==> src/rtl/fb_pkg.sv <==
package fb_pkg;

  typedef enum logic [1:0] {
    SRC_UNCACHED = 2'b00,
    SRC_DBLOCK   = 2'b01,
    SRC_IBLOCK   = 2'b10,
    SRC_RESERVED = 2'b11
  } src_e;

  // Slots a request of the given source occupies; 0 means never accepted.
  function automatic int unsigned slot_cost(src_e src, int unsigned dblk_beats,
                                            int unsigned iblk_beats);
    case (src)
      SRC_UNCACHED: return 1;
      SRC_DBLOCK:   return dblk_beats;
      SRC_IBLOCK:   return iblk_beats;
      default:      return 0;
    endcase
  endfunction

endpackage

==> src/rtl/fb_rst_sync.sv <==
module fb_rst_sync (
  input  logic clk,
  input  logic rst_n_i,
  output logic rst_n_o
);
  logic [1:0] sync_q;

  always_ff @(posedge clk or negedge rst_n_i) begin
    if (!rst_n_i) sync_q <= 2'b00;
    else          sync_q <= {sync_q[0], 1'b1};
  end

  assign rst_n_o = sync_q[1];
endmodule

==> src/rtl/fb_ctrl.sv <==
module fb_ctrl
  import fb_pkg::*;
#(
  parameter  int DEPTH    = 4,
  parameter  int DC_BEATS = 2,
  localparam int PW       = $clog2(DEPTH),
  localparam int CW       = $clog2(DEPTH + 1)
) (
  input  logic          clk,
  input  logic          rst_n,
  input  logic          push_valid,
  input  src_e          push_kind,
  input  logic          out_ready,
  input  logic          rd_busy,
  output logic          push_ready,
  output logic          push_fire,
  output logic          out_valid,
  output logic [CW-1:0] need,
  output logic [PW-1:0] wr_ptr,
  output logic [PW-1:0] rd_ptr,
  output logic [CW-1:0] level
);
  logic [CW-1:0] free_slots;
  logic          pop_fire;
  logic [PW-1:0] wr_ptr_nxt, rd_ptr_nxt;
  logic [CW-1:0] level_nxt;

  always_comb begin
    need       = CW'(slot_cost(push_kind, DC_BEATS, DEPTH));
    free_slots = CW'(DEPTH) - level;
    push_ready = (need != '0) && (free_slots >= need);
    push_fire  = push_valid && push_ready;
    out_valid  = (level != '0) && !rd_busy;
    pop_fire   = out_valid && out_ready;
  end

  // Next-state: pointers wrap naturally because DEPTH is a power of two.
  always_comb begin
    wr_ptr_nxt = wr_ptr;
    rd_ptr_nxt = rd_ptr;
    level_nxt  = level;
    if (push_fire) begin
      wr_ptr_nxt = wr_ptr + PW'(need);
      level_nxt  = level_nxt + need;
    end
    if (pop_fire) begin
      rd_ptr_nxt = rd_ptr + PW'(1);
      level_nxt  = level_nxt - CW'(1);
    end
  end

  always_ff @(posedge clk or negedge rst_n) begin
    if (!rst_n) begin
      wr_ptr <= '0;
      rd_ptr <= '0;
      level  <= '0;
    end else begin
      wr_ptr <= wr_ptr_nxt;
      rd_ptr <= rd_ptr_nxt;
      level  <= level_nxt;
    end
  end
endmodule

==> src/rtl/fb_slots.sv <==
module fb_slots #(
  parameter  int DEPTH = 4,
  parameter  int AW    = 32,
  parameter  int DW    = 64,
  localparam int PW    = $clog2(DEPTH),
  localparam int CW    = $clog2(DEPTH + 1)
) (
  input  logic                clk,
  input  logic                rst_n,
  input  logic                push_fire,
  input  logic [CW-1:0]       need,
  input  logic [PW-1:0]       wr_ptr,
  input  logic [PW-1:0]       rd_ptr,
  input  logic [AW-1:0]       push_addr,
  input  logic [DEPTH*DW-1:0] push_data,
  output logic [AW-1:0]       head_addr,
  output logic [DW-1:0]       head_data,
  output logic                head_first
);
  logic [AW-1:0] addr_q  [DEPTH];
  logic [DW-1:0] data_q  [DEPTH];
  logic          first_q [DEPTH];

  for (genvar j = 0; j < DEPTH; j++) begin : g_slot
    logic [PW-1:0] beat;
    logic          wr_en;

    always_comb begin
      beat  = PW'(j) - wr_ptr;
      wr_en = push_fire && (CW'(beat) < need);
    end

    always_ff @(posedge clk or negedge rst_n) begin
      if (!rst_n)     first_q[j] <= 1'b0;
      else if (wr_en) first_q[j] <= (beat == '0);
    end

    always_ff @(posedge clk) begin
      if (wr_en) begin
        addr_q[j] <= push_addr;
        data_q[j] <= push_data[beat*DW +: DW];
      end
    end
  end

  always_comb begin
    head_addr  = addr_q[rd_ptr];
    head_data  = data_q[rd_ptr];
    head_first = first_q[rd_ptr];
  end
endmodule

==> src/rtl/fb_stall.sv <==
module fb_stall #(
  parameter  int DEPTH = 4,
  localparam int CW    = $clog2(DEPTH + 1)
) (
  input  logic          clk,
  input  logic          rst_n,
  input  logic [CW-1:0] level,
  input  logic          ext_req,
  input  logic          rd_issue,
  input  logic          rd_ret,
  output logic          stall,
  output logic          rd_busy
);
  logic stall_nxt, busy_nxt;

  always_comb begin
    stall_nxt = stall;
    if (level == '0)                              stall_nxt = 1'b0;
    else if (ext_req && (level == CW'(DEPTH)))    stall_nxt = 1'b1;

    busy_nxt = rd_busy;
    if (rd_busy) begin
      if (rd_ret) busy_nxt = 1'b0;
    end else if (rd_issue) begin
      busy_nxt = 1'b1;
    end
  end

  always_ff @(posedge clk or negedge rst_n) begin
    if (!rst_n) begin
      stall   <= 1'b0;
      rd_busy <= 1'b0;
    end else begin
      stall   <= stall_nxt;
      rd_busy <= busy_nxt;
    end
  end
endmodule

==> src/rtl/flush_buffer.sv <==
module flush_buffer
  import fb_pkg::*;
#(
  parameter  int DEPTH    = 4,
  parameter  int DC_BEATS = 2,
  parameter  int AW       = 32,
  parameter  int DW       = 64,
  localparam int PW       = $clog2(DEPTH),
  localparam int CW       = $clog2(DEPTH + 1)
) (
  input  logic                clk,
  input  logic                rst_n,
  input  logic                push_valid,
  input  logic [1:0]          push_kind,
  input  logic [AW-1:0]       push_addr,
  input  logic [DEPTH*DW-1:0] push_data,
  output logic                push_ready,
  output logic                out_valid,
  input  logic                out_ready,
  output logic [AW-1:0]       out_addr,
  output logic [DW-1:0]       out_data,
  output logic                out_first,
  input  logic                ext_req,
  output logic                stall,
  input  logic                rd_issue,
  input  logic                rd_ret,
  output logic                rd_ready,
  output logic [CW-1:0]       level
);
  logic          rst_n_s;
  logic          push_fire;
  logic          rd_busy;
  logic [CW-1:0] need;
  logic [PW-1:0] wr_ptr, rd_ptr;

  fb_rst_sync u_rst (
    .clk     (clk),
    .rst_n_i (rst_n),
    .rst_n_o (rst_n_s)
  );

  fb_ctrl #(.DEPTH(DEPTH), .DC_BEATS(DC_BEATS)) u_ctrl (
    .clk        (clk),
    .rst_n      (rst_n_s),
    .push_valid (push_valid),
    .push_kind  (src_e'(push_kind)),
    .out_ready  (out_ready),
    .rd_busy    (rd_busy),
    .push_ready (push_ready),
    .push_fire  (push_fire),
    .out_valid  (out_valid),
    .need       (need),
    .wr_ptr     (wr_ptr),
    .rd_ptr     (rd_ptr),
    .level      (level)
  );

  fb_slots #(.DEPTH(DEPTH), .AW(AW), .DW(DW)) u_slots (
    .clk        (clk),
    .rst_n      (rst_n_s),
    .push_fire  (push_fire),
    .need       (need),
    .wr_ptr     (wr_ptr),
    .rd_ptr     (rd_ptr),
    .push_addr  (push_addr),
    .push_data  (push_data),
    .head_addr  (out_addr),
    .head_data  (out_data),
    .head_first (out_first)
  );

  fb_stall #(.DEPTH(DEPTH)) u_stall (
    .clk      (clk),
    .rst_n    (rst_n_s),
    .level    (level),
    .ext_req  (ext_req),
    .rd_issue (rd_issue),
    .rd_ret   (rd_ret),
    .stall    (stall),
    .rd_busy  (rd_busy)
  );

  assign rd_ready = !rd_busy;
endmodule

==> config.mk <==
export PLATFORM = sky130hd
export DESIGN_NAME = flush_buffer
export DESIGN_NICKNAME = d
export VERILOG_FILES = /design/src/rtl/fb_pkg.sv /design/src/rtl/fb_rst_sync.sv /design/src/rtl/fb_ctrl.sv /design/src/rtl/fb_slots.sv /design/src/rtl/fb_stall.sv /design/src/rtl/flush_buffer.sv
export SDC_FILE = /design/constraint.sdc
export NUM_CORES = 1
export LEC_CHECK = 0
export ABC_AREA = 1
export BUFFER_PORTS_ARGS = -buffer_cell sky130_fd_sc_hd__buf_2
export CAP_MARGIN = 20
export CORE_UTILIZATION = 28
export CTS_BUF_LIST = sky130_fd_sc_hd__clkbuf_4 sky130_fd_sc_hd__clkbuf_8
export CTS_CLUSTER_DIAMETER = 60
export DETAILED_ROUTE_END_ITERATION = 8
export GPL_TIMING_DRIVEN = 1
export PLACE_DENSITY_LB_ADDON = 0.3
export SLEW_MARGIN = 0
export SYNTH_ARGS = -nofsm -noshare
export SYNTH_HDL_FRONTEND = slang
export SYNTH_SLANG_ARGS = --single-unit
==> constraint.sdc <==
create_clock -name clk -period 2.6 [get_ports clk]
set_clock_uncertainty 0.15 [all_clocks]
set_input_delay 0.39 -clock clk [delete_from_list [all_inputs] [get_ports clk]]
set_output_delay 0.39 -clock clk [all_outputs]
set_load 0.02 [all_outputs]
==> impl_metrics.env, run 1 <==
export IMPL_dpl_cell_area_mm2=0.0245
export IMPL_yosysTopAreaCell="edfxtp_1"
export IMPL_crit_arrival_ns=2.29
export IMPL_io_pins=401
export IMPL_violations="negative setup slack"
export IMPL_via_count=19800
export IMPL_synthFlopType="edfxtp_1"
export IMPL_synth_edf_count=384
export IMPL_cts_buffers=77
export IMPL_totalWireLength_um=90200
export IMPL_synth_area_leaders="edfxtp_1, mux2i_1, o21ai_0, nand2_1, nor2_1"
export IMPL_cts_sinks=399
export IMPL_ys_seq_area_frac=0.564
export IMPL_worstPathMaxFanout=2
export IMPL_fin_cells=3994
export IMPL_drc_errors=0
export IMPL_row_count=100
export IMPL_power_density_mw_per_mm2=1320
export IMPL_worst_slew_pin_slew_ns=0.930
export IMPL_clock_fmax_ghz=0.354
export IMPL_fillers=6458
export IMPL_worstPathRequired_ns=2.06
export IMPL_htree_num_levels=3
export IMPL_power_leakage_uw=0.0142
export IMPL_grtUsageTotal=0.208
export IMPL_design_die_area_mm2=0.0765
export IMPL_synth_area_mm2=0.0211
export IMPL_outcome="complete, but fails checks"
export IMPL_clkTransAtPathRegs_ns=0.06
export IMPL_ys_types=31
export IMPL_drtIter0Drc=1451
export IMPL_slew_violations=0
export IMPL_ys_async_sr_fraction=0.0376
export IMPL_placed_cells=3347
export IMPL_setup_violations=479
export IMPL_period_share=1.09
export IMPL_post_route_min_period_ns=2.83
export IMPL_finalHoldViolations=0
export IMPL_nNetsFinal=3275
export IMPL_dp_slack_ns=-0.163
export IMPL_finalWorstSetupSlack_ns=-0.226
export IMPL_io_buffers=400
export IMPL_critPathLaunchType="flip-flop"
export IMPL_grt_max_degree=132
export IMPL_slew_headroom=0.380
export IMPL_syn_num_nets=2368
export IMPL_hold_path_class="in2reg"
export IMPL_stdcell_area_mm2=0.0361
export IMPL_crit_type="reg2out"
export IMPL_grt_pass1_wl_um=119000
export IMPL_clk_latency_ns=0.65
export IMPL_path_cells="inv_2 > ha_4 > ha_4 > inv_2 > ha_4 > nand2_2 > inv_2 > nand2_4 > a21boi_4 > buf_6"
export IMPL_tritoncts="built"
export IMPL_yosysTopAreaCellShare=0.546
export IMPL_grt_pass1_vias=19600
export IMPL_ant_nets=0
export IMPL_die_w_um=277
export IMPL_critPathSlowestCell="dfrtp_2"
export IMPL_cpPeakStageDelay_ns=0.38
export IMPL_cp_end_kind="output port"
export IMPL_fp_coreArea_mm2=0.0746
export IMPL_die_y_um=277
export IMPL_rsz0062_at_grt="true"
export IMPL_yosysWarnings=0
export IMPL_maxCapViolCount=0
export IMPL_layout_drive_gt1_share=0.385
export IMPL_max_vdd_ir_drop_mv=0.793
export IMPL_avgSynthCellArea_um2=10.3
export IMPL_synth_seq_cells=399
export IMPL_crit_buf_inv=4
export IMPL_cts_path_max_buffers=3
export IMPL_vias_per_cell=4.96
export IMPL_area_growth_pct=70.8
export IMPL_start_util=0.283
export IMPL_grt_overflow=0
export IMPL_final_setup_tns_ns=-39.60
export IMPL_place_gp_congestion=0.788
export IMPL_cts_root_buf="clkbuf_8"
export IMPL_synthCells=2054
export IMPL_crit_family="adder cells"
export IMPL_dpl_hpwl_um=44500
export IMPL_wire_per_inst_um=22.6
export IMPL_antenna_found_initial=1
export IMPL_dr_pass1_iters=6
## repair_timing
item	CTS	global route
gates resized for setup	536	434
endpoints found under the setup margin	322	512
hold endpoints to repair	318	0
gates cloned	50	49
buffers inserted	52	49
hold buffers	314	0
pin swaps	95	134
## path summary, 6_finish.rpt
kind / from / to / slack, ns / cells after the start
setup / recovery: u_ctrl.level[1] / push_ready / -0.23 / 10
max in group asynchronous: u_rst.sync_q[1] / u_ctrl.rd_ptr[0] / 1.58 / 0
min in group asynchronous: u_rst.sync_q[1] / u_ctrl.level[0] / 0.15 / 0
hold / removal: push_data[85] / u_slots.data_q[2][21] / 0.06 / 3
hold reg to reg: u_rst.sync_q[1] / u_ctrl.level[0] / 0.15 / 0
setup reg to reg: u_ctrl.level[1] / u_slots.data_q[0][2] / -0.16 / 15
## placed cells by master, fill, tap and decap left out, drive strengths merged, types with 3 or more instances in the layout
master       count
a21oi            3
buf            624
clkbuf         146
clkinv          27
clkinvlp        10
dfrtp           15
dlygate4sd3    314
edfxtp         384
ha              17
inv            151
mux2i          256
nand2          292
nand3            8
nand4            8
nor2           205
o21ai          457
o22ai           97
xor2             3
## power breakdown
part	leakage (uW)	internal, uW	switching (uW)
combinational	0.00972	14000	16600
clock	0.000795	3510	2770
sequential	0.00371	9730	813
total	0.0142	27300	20200
## sequential cells by signal, summed over array words and instances, names as in the netlist
name             flops
u_ctrl.wr_ptr        2
u_slots.data_q     256
u_slots.first_q      4
u_slots.addr_q     128
u_ctrl.level         3
u_stall.stall        1
u_rst.sync_q         2
u_ctrl.rd_ptr        2
u_stall.rd_busy      1
## worst register-to-register path: stages, from the launching register on
cell and delay [ns]:
dfrtp_2 0.38, inv_2 0.06, ha_4 0.16, ha_4 0.25, inv_2 0.04, ha_4 0.26
nand2_2 0.05, inv_2 0.07, nand2_4 0.06, a21boi_4 0.17, buf_6 0.14, buf_6 0.10
nand3_4 0.06, clkinvlp_4 0.16, buf_12 0.17, clkbuf_16 0.19
## metal layers
metal	track usage	share of wire
met1	0.260	0.41
met5	0	0.00013
met2	0.367	0.51
met3	0.0306	0.051
met4	0.0640	0.026
## cell usage after synthesis (17+ instances only)
| cell type | number |
|---|---|
| o21ai_0 | 403 |
| edfxtp_1 | 384 |
| nand2_1 | 289 |
| mux2i_1 | 256 |
| nor2_1 | 205 |
| inv_1 | 151 |
| o22ai_1 | 97 |
| clkbuf_1 | 59 |
| o21ai_1 | 54 |
| buf_6 | 33 |
| buf_2 | 27 |
| ha_1 | 17 |
## metrics by stage
step,power [uW],utilization,hold slack (ns)
global route,49600,0.484,0.0349
global placement,26900,0.329,0.0281
detailed placement,27300,0.329,0.0300
finish,47500,0.484,0.0557
floorplan,21400,-,-0.0556
CTS,42400,0.442,0.000200
## area by class of cell
cell class	count	area [um2]	area share
Clock buffer	112	1340	0.0370
Timing Repair Buffer	972	10400	0.289
Inverter	155	661	0.0183
Tap cell	969	1210	0.0336
Multi-Input combinational cell	1351	10200	0.283
Timing Repair inverter	5	109	0.00302
Clock inverter	30	214	0.00593
Sequential cell	399	11900	0.331
Antenna cell	1	2.50	0.0000694
## logic make-up after synthesis
group / share of synthesized area
flops: 0.564
compound gates: 0.139
other cells: 0.000178
mux: 0.121
simple gates: 0.0947
buf+inv: 0.0697
fa+ha+maj: 0.0101
xor+xnor: 0.00166
(Power assumes the default switching activity.)
==> run 2, diff against run 1 <==
--- a/config.mk
+++ b/config.mk
@@ -13,7 +13,6 @@
 export CTS_CLUSTER_DIAMETER = 60
 export DETAILED_ROUTE_END_ITERATION = 8
 export GPL_TIMING_DRIVEN = 1
-export PLACE_DENSITY_LB_ADDON = 0.3
 export SLEW_MARGIN = 0
 export SYNTH_ARGS = -nofsm -noshare
 export SYNTH_HDL_FRONTEND = slang
==> run 2 against run 1 <==
Compared with the run above: the flow still finishes with violations (negative setup slack); largest cell class unchanged; final cell count down 0.60%; clock power down 8.9%; final area down 2.9%; clock-buffer cell count down 23; routed wire length down 7.7%; via count down 1.2%; worst hold slack better by 0.0079 ns; register-to-register slack worse by 0.10 ns; highest routed layer unchanged.
==> impl_metrics.env, run 2 (same netlist as run 1, synthesis figures left out) <==
export IMPL_power_leakage_uw=0.0138
export IMPL_cp_end_kind="output port"
export IMPL_grt_pass1_vias=19800
export IMPL_hold_path_class="in2reg"
export IMPL_grt_max_degree=129
export IMPL_cts_buffers=71
export IMPL_die_w_um=277
export IMPL_clock_fmax_ghz=0.349
export IMPL_cpPeakStageDelay_ns=0.37
export IMPL_crit_type="reg2out"
export IMPL_largest_reg_flops=256
export IMPL_critPathSlowestCell="dfrtp_2"
export IMPL_drc_errors=0
export IMPL_finalHoldViolations=0
export IMPL_grtUsageTotal=0.207
export IMPL_maxCapViolCount=0
export IMPL_wire_per_inst_um=21.0
export IMPL_clk_latency_ns=0.64
export IMPL_max_vdd_ir_drop_mv=0.764
export IMPL_tritoncts="built"
export IMPL_totalWireLength_um=83200
export IMPL_vias_per_cell=4.94
export IMPL_dr_pass1_iters=8
export IMPL_grt_pass1_wl_um=119000
export IMPL_layout_drive_gt1_share=0.366
export IMPL_io_buffers=400
export IMPL_hold_start="push_data[40]"
export IMPL_r2r_start="u_ctrl.level[0]"
export IMPL_area_growth_pct=65.8
export IMPL_cts_path_max_buffers=3
export IMPL_critPathLaunchType="flip-flop"
export IMPL_ant_nets=0
export IMPL_die_y_um=277
export IMPL_setup_violations=390
export IMPL_cts_root_buf="clkbuf_8"
export IMPL_clkTransAtPathRegs_ns=0.06
export IMPL_outcome="complete, but fails checks"
export IMPL_slew_headroom=0.482
export IMPL_nNetsFinal=3263
export IMPL_via_count=19600
export IMPL_switching_share=0.423
export IMPL_final_common_cell="edfxtp_1"
export IMPL_layout_common_cells="edfxtp_1, dlygate4sd3_1, buf_2, nand2_1, o21ai_0"
export IMPL_post_route_min_period_ns=2.86
export IMPL_crit_arrival_ns=2.32
export IMPL_design_die_area_mm2=0.0765
export IMPL_power_uw=44800
export IMPL_antenna_found_initial=6
export IMPL_switching_power_uw=19000
export IMPL_reg_top3="u_slots.data_q: 256 flops, u_slots.addr_q: 128 flops, u_slots.first_q: 4 flops"
export IMPL_place_gp_congestion=0.802
export IMPL_worstPathMaxFanout=2
export IMPL_worstPathRequired_ns=2.06
export IMPL_top_register="u_slots.data_q"
export IMPL_htree_num_levels=3
export IMPL_path_cells="inv_2 > ha_4 > ha_4 > inv_4 > ha_4 > nand2_1 > inv_1 > nand2_2 > a21boi_4 > buf_6 > buf_6"
export IMPL_crit_start="u_ctrl.level[0]"
export IMPL_dpl_hpwl_um=41900
export IMPL_cts_sinks=399
export IMPL_fillers=6505
export IMPL_violations="negative setup slack"
export IMPL_combPwrFrac=0.639
export IMPL_worst_slew_pin_slew_ns=0.777
export IMPL_cp_common_cell="ha_4"
export IMPL_power_frac_clock=0.128
export IMPL_fin_util=0.470
export IMPL_power_internal_uw=25900
export IMPL_finalWorstSetupSlack_ns=-0.265
export IMPL_row_count=100
export IMPL_start_util=0.283
export IMPL_io_pins=401
export IMPL_pwr_share_seq=0.233
export IMPL_drtIter0Drc=1234
export IMPL_slew_violations=0
export IMPL_period_share=1.10
export IMPL_rsz0062_at_grt="true"
export IMPL_grt_overflow=0
export IMPL_fp_coreArea_mm2=0.0746
export IMPL_power_density_mw_per_mm2=1280
-- run 2: final timing paths --
| kind | depth (start not counted) | slack (ns) | to |
|---|---|---|---|
| hold reg to reg | 0 | 0.10 | u_stall.stall |
| min in group asynchronous | 0 | 0.10 | u_stall.stall |
| max in group asynchronous | 0 | 1.72 | u_ctrl.rd_ptr[1] |
| setup reg to reg | 15 | -0.26 | u_slots.data_q[2][11] |
| hold / removal | 3 | 0.06 | u_slots.data_q[1][40] |
| setup / recovery | 11 | -0.26 | push_ready |
-- run 2: cell type report --
class                   count  area [um2]  area share
diodes                      4        10.0    0.000286
clock buffers              89        1130      0.0323
clock inverters            32         229     0.00654
inverters                 155         642      0.0183
multi-input cells        1351        9900       0.283
flip-flops and latches    399       11900       0.341
well taps                 969        1210      0.0346
repair buffers            971        9970       0.285
-- run 2: per-stage QoR --
| stage | hold WS [ns] | cell area [um2] | setup TNS [ns] | instances | worst slack (ns) |
|---|---|---|---|---|---|
| floorplan | -0.0556 | 21200 | -183.98 | 2054 | -0.961 |
| detailed placement | 0.0292 | 24600 | -2.31 | 3361 | -0.0313 |
| global placement | 0.0284 | 24600 | 0 | 3361 | 0.00480 |
| finish | 0.0636 | 35000 | -42.38 | 3970 | -0.265 |
| CTS | 0.0000877 | 33800 | -55.28 | 3949 | -0.361 |
| global route | 0.00931 | 35000 | -88.89 | 3970 | -0.390 |
-- run 2: worst max-delay path, delay by kind of cell (launching register included) --
family          cells  cell delay (ns)
flops               1             0.37
compound gates      1             0.17
buf+inv             5             0.35
fa+ha+maj           3             0.67
simple gates        2             0.12
-- run 2: repair_timing --
item,in CTS,in global routing
hold buffers,351,0
endpoints found under the setup margin,281,441
hold endpoints to repair,316,0
cloned,57,8
pin swaps,122,105
resized for setup,643,273
setup buffers,61,24
-- run 2: power groups by stage --
| stage | Combinational (uW) | Clock [uW] | Sequential, uW |
|---|---|---|---|
| 3_5_place_dp | 16800 | 0 | 10200 |
| 3_3_place_gp | 16600 | 0 | 10200 |
| 5_1_grt | 30400 | 6130 | 10600 |
| 6_report | 28600 | 5720 | 10500 |
| 4_1_cts | 26700 | 5840 | 10300 |
| 2_1_floorplan | 11200 | 0 | 10100 |
-- run 2: routing by layer --
metal	share of wire	track usage	vias up
met3	0.063	0.0392	167
met1	0.40	0.247	9490
met5	0.00012	0	-
met2	0.51	0.373	816
met4	0.031	0.0688	2
li1	-	-	9118
